**config.mk**
```make
export PLATFORM = sky130hd
export DESIGN_NAME = ddr2_pre_guard
export DESIGN_NICKNAME = d
export VERILOG_FILES = /design/src/rtl/ddr2_pg_pkg.sv /design/src/rtl/ddr2_pg_decode.sv /design/src/rtl/ddr2_pg_cfg.sv /design/src/rtl/ddr2_pg_bank.sv /design/src/rtl/ddr2_pre_guard.sv
export SDC_FILE = /design/constraint.sdc
export NUM_CORES = 1
export LEC_CHECK = 0
export ABC_CLOCK_PERIOD_IN_PS = 4200
export CAP_MARGIN = 25
export CORE_MARGIN = 4
export CORE_UTILIZATION = 59
export DETAILED_ROUTE_END_ITERATION = 16
export HOLD_SLACK_MARGIN = 0.12
export PLACE_DENSITY_LB_ADDON = 0.2
export SYNTH_ARGS = -nofsm -noshare
export SYNTH_HDL_FRONTEND = slang
export SYNTH_SLANG_ARGS = --single-unit
```
**constraint.sdc**
```tcl
create_clock -name clk -period 4.2 [get_ports clk]
set_clock_uncertainty 0.2 [all_clocks]
set_input_delay 0.84 -clock clk [delete_from_list [all_inputs] [get_ports clk]]
set_output_delay 0.84 -clock clk [all_outputs]
set_load 0.1 [all_outputs]
```
**src/rtl/ddr2_pg_pkg.sv**
```systemverilog
package ddr2_pg_pkg;

   typedef enum logic [1:0] {
      CMD_NOP = 2'd0,
      CMD_ACT = 2'd1,
      CMD_RD  = 2'd2,
      CMD_PRE = 2'd3
   } pg_cmd_e;

   typedef enum logic [1:0] {
      VC_TRAS   = 2'd0,
      VC_RD2PRE = 2'd1,
      VC_TRTP   = 2'd2,
      VC_TRP    = 2'd3
   } pg_vcode_e;

   // strobe encodings, ordered {cs_n, ras_n, cas_n, we_n}
   localparam logic [3:0] ENC_ACT = 4'b0011;
   localparam logic [3:0] ENC_RD  = 4'b0101;
   localparam logic [3:0] ENC_PRE = 4'b0010;

endpackage

```
**src/rtl/ddr2_pg_decode.sv**
```systemverilog
module ddr2_pg_decode
   import ddr2_pg_pkg::*;
#(
   parameter int BA_W = 2,
   localparam int NB  = 1 << BA_W
) (
   input  logic            clk,
   input  logic            rst_n,
   input  logic            cs_n,
   input  logic            ras_n,
   input  logic            cas_n,
   input  logic            we_n,
   input  logic [BA_W-1:0] ba,
   input  logic            a10,
   output pg_cmd_e         cmd_o,
   output logic [NB-1:0]   sel_o,
   output logic [NB-1:0]   pre_mask_o
);

   logic [3:0] strobes;
   assign strobes = {cs_n, ras_n, cas_n, we_n};

   always_comb begin
      unique case (strobes)
         ENC_ACT: cmd_o = CMD_ACT;
         ENC_RD:  cmd_o = CMD_RD;
         ENC_PRE: cmd_o = CMD_PRE;
         default: cmd_o = CMD_NOP;
      endcase
   end

   for (genvar gi = 0; gi < NB; gi++) begin : g_sel
      assign sel_o[gi] = (ba == BA_W'(gi));
   end

   assign pre_mask_o = a10 ? {NB{1'b1}} : sel_o;

   // address decode names exactly one bank
   a_r2_one_bank: assert property (@(posedge clk) disable iff (!rst_n)
      $onehot0(sel_o) && (sel_o != '0));

   // a single-bank precharge mask follows the bank address
   a_r2_single_mask: assert property (@(posedge clk) disable iff (!rst_n)
      !a10 |-> $countones(pre_mask_o) == 1);

endmodule

```
**src/rtl/ddr2_pg_cfg.sv**
```systemverilog
module ddr2_pg_cfg #(
   parameter int AL_W  = 3,
   parameter int T_W   = 5,
   parameter int CNT_W = 6
) (
   input  logic             clk,
   input  logic             rst_n,
   input  logic             idle,
   input  logic [AL_W-1:0]  cfg_al,
   input  logic [3:0]       cfg_bl,
   input  logic [T_W-1:0]   cfg_tras,
   input  logic [T_W-1:0]   cfg_trp,
   input  logic [T_W-1:0]   cfg_trtp,
   output logic [CNT_W-1:0] ras_ld_o,
   output logic [CNT_W-1:0] rd_ld_o,
   output logic [CNT_W-1:0] rtp_ld_o,
   output logic [CNT_W-1:0] rp_ld_o
);

   logic [AL_W-1:0] al_q;
   logic            bl8_q;
   logic [T_W-1:0]  tras_q, trp_q, trtp_q;
   logic            take;
   logic            bl_ok;

   assign take  = !rst_n || idle;
   assign bl_ok = (cfg_bl == 4'd4) || (cfg_bl == 4'd8);

   always_ff @(posedge clk) begin
      if (take) begin
         al_q   <= cfg_al;
         tras_q <= cfg_tras;
         trp_q  <= cfg_trp;
         trtp_q <= cfg_trtp;
         if (bl_ok)       bl8_q <= (cfg_bl == 4'd8);
         else if (!rst_n) bl8_q <= 1'b0;
      end
   end

   logic [CNT_W-1:0] al_w, rd_need, rtp_need, tras_w, trp_w;

   always_comb begin
      al_w     = CNT_W'(al_q);
      tras_w   = CNT_W'(tras_q);
      trp_w    = CNT_W'(trp_q);
      rd_need  = al_w + (bl8_q ? CNT_W'(4) : CNT_W'(2));
      rtp_need = al_w + (bl8_q ? CNT_W'(2) : CNT_W'(0)) + CNT_W'(trtp_q);
      ras_ld_o = (tras_w == '0)   ? '0 : tras_w - CNT_W'(1);
      rp_ld_o  = (trp_w == '0)    ? '0 : trp_w - CNT_W'(1);
      rd_ld_o  = rd_need - CNT_W'(1);
      rtp_ld_o = (rtp_need == '0) ? '0 : rtp_need - CNT_W'(1);
   end

   // captured timing holds while banks are busy
   a_r10_hold_when_busy: assert property (@(posedge clk) disable iff (!rst_n)
      !take |=> $stable(al_q) && $stable(bl8_q) && $stable(tras_q)
                && $stable(trp_q) && $stable(trtp_q));

endmodule

```
**src/rtl/ddr2_pg_bank.sv**
```systemverilog
module ddr2_pg_bank #(
   parameter int CNT_W = 6
) (
   input  logic             clk,
   input  logic             rst_n,
   input  logic             act_go,
   input  logic             rd_go,
   input  logic             pre_go,
   input  logic [CNT_W-1:0] ras_ld,
   input  logic [CNT_W-1:0] rd_ld,
   input  logic [CNT_W-1:0] rtp_ld,
   input  logic [CNT_W-1:0] rp_ld,
   output logic             open_o,
   output logic             rp_done_o,
   output logic             f_ras_o,
   output logic             f_rd_o,
   output logic             f_rtp_o
);

   logic             open_q;
   logic [CNT_W-1:0] ras_left, rd_left, rtp_left, rp_left;

   function automatic logic [CNT_W-1:0] step(input logic [CNT_W-1:0] v);
      return (v == '0) ? '0 : v - CNT_W'(1);
   endfunction

   always_ff @(posedge clk) begin
      if (!rst_n) begin
         open_q   <= 1'b0;
         ras_left <= '0;
         rd_left  <= '0;
         rtp_left <= '0;
         rp_left  <= '0;
      end else begin
         ras_left <= step(ras_left);
         rd_left  <= step(rd_left);
         rtp_left <= step(rtp_left);
         rp_left  <= step(rp_left);
         if (act_go) begin
            open_q   <= 1'b1;
            ras_left <= ras_ld;
         end
         if (rd_go && open_q) begin
            rd_left  <= rd_ld;
            rtp_left <= rtp_ld;
         end
         if (pre_go && open_q) begin
            open_q  <= 1'b0;
            rp_left <= rp_ld;
         end
      end
   end

   assign open_o    = open_q;
   assign rp_done_o = (rp_left == '0);
   assign f_ras_o   = open_q && (ras_left != '0);
   assign f_rd_o    = open_q && (rd_left  != '0);
   assign f_rtp_o   = open_q && (rtp_left != '0);

   // an activate only goes through once the precharge window is spent
   a_r6_act_after_trp: assert property (@(posedge clk) disable iff (!rst_n)
      act_go |-> rp_left == '0);

   // closing an open bank waits for the activate window
   a_r3_pre_after_tras: assert property (@(posedge clk) disable iff (!rst_n)
      (pre_go && open_q) |-> ras_left == '0);

   // closing waits for the burst rule
   a_r4_pre_after_burst: assert property (@(posedge clk) disable iff (!rst_n)
      (pre_go && open_q) |-> rd_left == '0);

   // closing waits for the recovery window
   a_r5_pre_after_trtp: assert property (@(posedge clk) disable iff (!rst_n)
      (pre_go && open_q) |-> rtp_left == '0);

   // a precharge to an idle bank leaves its window running down
   a_r8_idle_pre_keeps_rp: assert property (@(posedge clk) disable iff (!rst_n)
      (pre_go && !open_q) |=>
         rp_left == (($past(rp_left) == '0) ? '0 : $past(rp_left) - CNT_W'(1)));

endmodule

```
**src/rtl/ddr2_pre_guard.sv**
```systemverilog
module ddr2_pre_guard
   import ddr2_pg_pkg::*;
#(
   parameter int BA_W  = 2,
   parameter int AL_W  = 3,
   parameter int T_W   = 5,
   localparam int NB    = 1 << BA_W,
   localparam int MAXV  = (1 << AL_W) + (1 << T_W) + 4,
   localparam int CNT_W = $clog2(MAXV + 1)
) (
   input  logic            clk,
   input  logic            rst_n,
   input  logic            in_cs_n,
   input  logic            in_ras_n,
   input  logic            in_cas_n,
   input  logic            in_we_n,
   input  logic [BA_W-1:0] in_ba,
   input  logic            in_a10,
   input  logic [AL_W-1:0] cfg_al,
   input  logic [3:0]      cfg_bl,
   input  logic [T_W-1:0]  cfg_tras,
   input  logic [T_W-1:0]  cfg_trp,
   input  logic [T_W-1:0]  cfg_trtp,
   output logic [NB-1:0]   rdy_act,
   output logic [NB-1:0]   rdy_pre,
   output logic            rdy_pre_all,
   output logic            out_cs_n,
   output logic            out_ras_n,
   output logic            out_cas_n,
   output logic            out_we_n,
   output logic [BA_W-1:0] out_ba,
   output logic            out_a10,
   output logic            viol,
   output logic [1:0]      viol_code
);

   initial begin
      if (BA_W < 1 || BA_W > 3) $fatal(1, "BA_W must lie in 1..3");
      if (AL_W < 1 || AL_W > 4) $fatal(1, "AL_W must lie in 1..4");
      if (T_W < 2 || T_W > 8)   $fatal(1, "T_W must lie in 2..8");
   end

   pg_cmd_e        cmd;
   logic [NB-1:0]  sel, pre_mask;

   ddr2_pg_decode #(.BA_W(BA_W)) u_dec (
      .clk        (clk),
      .rst_n      (rst_n),
      .cs_n       (in_cs_n),
      .ras_n      (in_ras_n),
      .cas_n      (in_cas_n),
      .we_n       (in_we_n),
      .ba         (in_ba),
      .a10        (in_a10),
      .cmd_o      (cmd),
      .sel_o      (sel),
      .pre_mask_o (pre_mask)
   );

   logic [CNT_W-1:0] ras_ld, rd_ld, rtp_ld, rp_ld;
   logic             idle;

   ddr2_pg_cfg #(.AL_W(AL_W), .T_W(T_W), .CNT_W(CNT_W)) u_cfg (
      .clk      (clk),
      .rst_n    (rst_n),
      .idle     (idle),
      .cfg_al   (cfg_al),
      .cfg_bl   (cfg_bl),
      .cfg_tras (cfg_tras),
      .cfg_trp  (cfg_trp),
      .cfg_trtp (cfg_trtp),
      .ras_ld_o (ras_ld),
      .rd_ld_o  (rd_ld),
      .rtp_ld_o (rtp_ld),
      .rp_ld_o  (rp_ld)
   );

   logic [NB-1:0] act_go, rd_go, pre_go;
   logic [NB-1:0] b_open, b_rp_done, b_f_ras, b_f_rd, b_f_rtp;

   for (genvar gb = 0; gb < NB; gb++) begin : g_bank
      ddr2_pg_bank #(.CNT_W(CNT_W)) u_bank (
         .clk       (clk),
         .rst_n     (rst_n),
         .act_go    (act_go[gb]),
         .rd_go     (rd_go[gb]),
         .pre_go    (pre_go[gb]),
         .ras_ld    (ras_ld),
         .rd_ld     (rd_ld),
         .rtp_ld    (rtp_ld),
         .rp_ld     (rp_ld),
         .open_o    (b_open[gb]),
         .rp_done_o (b_rp_done[gb]),
         .f_ras_o   (b_f_ras[gb]),
         .f_rd_o    (b_f_rd[gb]),
         .f_rtp_o   (b_f_rtp[gb])
      );
   end

   logic       any_ras, any_rd, any_rtp, act_bad, pre_bad, hold;
   pg_vcode_e  code;

   assign idle    = (b_open == '0) && (&b_rp_done);
   assign any_ras = |(pre_mask & b_f_ras);
   assign any_rd  = |(pre_mask & b_f_rd);
   assign any_rtp = |(pre_mask & b_f_rtp);
   assign act_bad = (cmd == CMD_ACT) && ((sel & ~b_rp_done) != '0);
   assign pre_bad = (cmd == CMD_PRE) && (any_ras || any_rd || any_rtp);
   assign hold    = act_bad || pre_bad;

   always_comb begin
      if (act_bad)      code = VC_TRP;
      else if (any_ras) code = VC_TRAS;
      else if (any_rd)  code = VC_RD2PRE;
      else              code = VC_TRTP;
   end

   assign act_go = (cmd == CMD_ACT && !hold) ? sel      : '0;
   assign rd_go  = (cmd == CMD_RD)           ? sel      : '0;
   assign pre_go = (cmd == CMD_PRE && !hold) ? pre_mask : '0;

   assign rdy_act     = b_rp_done;
   assign rdy_pre     = ~(b_f_ras | b_f_rd | b_f_rtp);
   assign rdy_pre_all = &rdy_pre;

   always_ff @(posedge clk) begin
      if (!rst_n || hold) begin
         out_cs_n  <= 1'b1;
         out_ras_n <= 1'b1;
         out_cas_n <= 1'b1;
         out_we_n  <= 1'b1;
         out_ba    <= '0;
         out_a10   <= 1'b0;
      end else begin
         out_cs_n  <= in_cs_n;
         out_ras_n <= in_ras_n;
         out_cas_n <= in_cas_n;
         out_we_n  <= in_we_n;
         out_ba    <= in_ba;
         out_a10   <= in_a10;
      end
      if (!rst_n) begin
         viol      <= 1'b0;
         viol_code <= 2'd0;
      end else begin
         viol      <= hold;
         viol_code <= hold ? code : 2'd0;
      end
   end

   // a violation slot carries a deselect
   a_r9_held_is_deselect: assert property (@(posedge clk) disable iff (!rst_n)
      viol |-> out_cs_n && out_ras_n && out_cas_n && out_we_n);

   // a violation is a single-cycle pulse per held command
   a_r9_pulse_tracks_hold: assert property (@(posedge clk) disable iff (!rst_n)
      hold |=> viol);

   // an accepted all-bank precharge found every bank ready
   a_r7_all_needs_each: assert property (@(posedge clk) disable iff (!rst_n)
      (cmd == CMD_PRE && in_a10 && !hold) |-> rdy_pre_all);

endmodule

```
==> metrics <==
Final Max Slew Viols=0; DRT Pass-1 Iters=6; Vias/cell=6.21; fin area=8240 um2; fmax=291 MHz; grt ovf=0; post-cts resize count=0; ranking of synthesized cells by area=dfxtp_1, edfxtp_1, ha_1, nor2_1, nor3_1; most area-hungry cell type in the Yosys netlist=dfxtp_1; nets=904; Filler Cells Inserted=875; fraction of registers with async set/reset=0%; GR Util All Layers=26.2%; Setup violations, final=0; Worst VDD drop=545 uV; Core ar.=11600 um2; worst slack at placement=0.450 ns; layout cells sized above 1=8.45%; most common cell in the netlist=dfxtp_1; pwr/cell area=798 nW/um2; Final period util=81.8%; worst skew pair latency=0.42 ns; initial antenna violation count=0; CTS tree=yes; port bufs=49; H-tree depth=4; setup ws final=0.763 ns; Ys Warns=0; Worst Setup Start Kind=register; Die Y=118 um; Worst EP required=4.30 ns; post-route minimum period=3.44 ns; synthesized flop and latch total=129; max_slew headroom=34.1%; Synth Area per Inst=8.87 um2; first-pass GRT wire length=29.7 mm; status=completed; Ports=50; syn nets=865; First DRT Iteration DRCs=537; Hold Path Class=register to register; ANT nets after route=0; Initial Util=61.1%; Max Buffers Root-to-Sink=2; # Post-CTS Setup Buffers=0; vias in the first global route=6194; dpl hpwl=12.8 mm; synth cell count leaders=dfxtp_1, nor2_1, nor3_1; FP Rows=39; Remaining DRCs=0; final setup TNS=0 ns; hold_buf cts=0; placed cells=963; Netlist cell types=62; DR WL/cell=17.8 um; full die area=13800 um2; worst path arrival time=3.54 ns; area growth from synthesis to layout=16.2%; worst-path maximum fanout=6; CTS Sinks=129; final hold vios=0; max-cap check violation count=0; Vias=6174; crit end category=register; top-area cell type share of the netlist area=31.0%; cell count after synthesis=800; placed inst area=7660 um2; RSZ-0062 raised after global routing=no; Syn Std Cell Area=7100 um2; Die Span X=118 um; Main synth FF type=dfxtp_1; clock buffer count from CTS=17; ANT cells=0; Non-Filler Instances=995; sequential fraction of the synthesis area=39.1%; EDFF count, synth=19; largest net degree at the start of global routing=40; slew of the pin with the lowest slew margin=0.986 ns; Setup CP Type=register to register; final wirelength=17.8 mm; clk root buf=clkbuf_16; Leak=3.37 nW; final RePlAce weighted congestion=0.876; clk slew on worst S/H paths=0.05 ns
[metrics by stage]
step	hold WS [ns]	utilization [%]	total power, W
finish	0.348	71.0	0.00657
global route	0.368	71.0	0.00705
CTS	0.346	71.0	0.00656
detailed placement	0.334	66.0	0.00510
global placement	0.301	66.0	0.00495
floorplan	0.282	-	0.00444
[kinds of logic (layout without fill, tap and decap cells)]
logic type / Yosys count / in the layout / synth area share [%]
multiplexers: 31 / 31 / 4.87
AND/OR/NAND/NOR: 320 / 320 / 24.2
buffers and inverters: 90 / 142 / 5.13
adder cells (fa/ha/maj): 34 / 34 / 6.31
AO/OA/AOI/OAI: 166 / 166 / 16.7
flip-flops: 129 / 129 / 39.1
XOR/XNOR: 30 / 30 / 3.70
[placed cells by master (no fill, tap or decap), types with 12 or more instances in the layout]
cell type and count:
xnor2_1 18, edfxtp_1 19, clkdlybuf4s50_1 40, o22a_1 20, a21oi_1 26, nor2_1 82
dfxtp_1 110, mux2i_1 21, clkbuf_16 17, inv_1 54, buf_4 15, ha_1 31
o21ai_0 38, xor2_1 12, nand2_1 40, a211oi_1 22, nor3_1 57, or3_1 12
nand3_1 21, nand2b_1 43
[worst max-delay path, stage by stage, from the launching register on]
cell,delay [ns]
edfxtp_1,0.47
fa_1,0.55
ha_1,0.20
inv_1,0.07
fa_1,0.59
nand2_1,0.09
or3_1,0.37
o22ai_1,0.49
o22a_1,0.25
nor2_1,0.04
[worst paths after layout]
| check | from | endpoint | slack [ns] | depth (start not counted) |
|---|---|---|---|---|
| worst max-delay path | u_cfg.bl8_q$_SDFFCE_PN0P_ | g_bank[0].u_bank.rtp_left[3]$_SDFF_PN0_ | 0.76 | 9 |
| worst min-delay path | g_bank[0].u_bank.ras_left[5]$_SDFF_PN0_ | g_bank[0].u_bank.ras_left[5]$_SDFF_PN0_ | 0.35 | 2 |
| worst max register to register | u_cfg.bl8_q$_SDFFCE_PN0P_ | g_bank[0].u_bank.rtp_left[3]$_SDFF_PN0_ | 0.76 | 9 |
| worst min register to register | g_bank[0].u_bank.ras_left[5]$_SDFF_PN0_ | g_bank[0].u_bank.ras_left[5]$_SDFF_PN0_ | 0.35 | 2 |
[registers in the layout, indices dropped and copies added, names as in the netlist, 2 cells and up]
register,count
g_bank.u_bank.ras_left,24
g_bank.u_bank.rd_left,24
g_bank.u_bank.rp_left,24
g_bank.u_bank.rtp_left,24
u_cfg.tras_q,5
u_cfg.trp_q,5
u_cfg.trtp_q,5
g_bank.u_bank.open_o,4
u_cfg.al_q,3
out_ba,2
viol_code,2
[final cells by class]
cell class | instances | area [um2] | share of cell area (%)
Clock buffer | 28 | 537 | 6.51
Multi-Input combinational cell | 581 | 3990 | 48.4
Inverter | 55 | 206 | 2.50
Timing Repair Buffer | 55 | 513 | 6.22
Tap cell | 143 | 179 | 2.17
Clock inverter | 4 | 45.0 | 0.547
Sequential cell | 129 | 2770 | 33.6
[routing by layer]
layer	GRT usage (%)	up-vias	part of all wire, %
li1	-	2962	-
met1	31.3	2977	42
met2	45.7	197	50
met3	6.10	38	5.6
met4	10.2	0	2.2
met5	0	-	0
[report_power, final]
group          switching (W)  leakage (nW)  total [W]  internal [W]
logic                0.00192          1.99    0.00323       0.00131
registers           0.000296          1.09    0.00192       0.00162
clock network       0.000507         0.290    0.00143      0.000921
total                0.00272          3.37    0.00657       0.00386
Note: power is estimated with default switching activity, not from simulation.
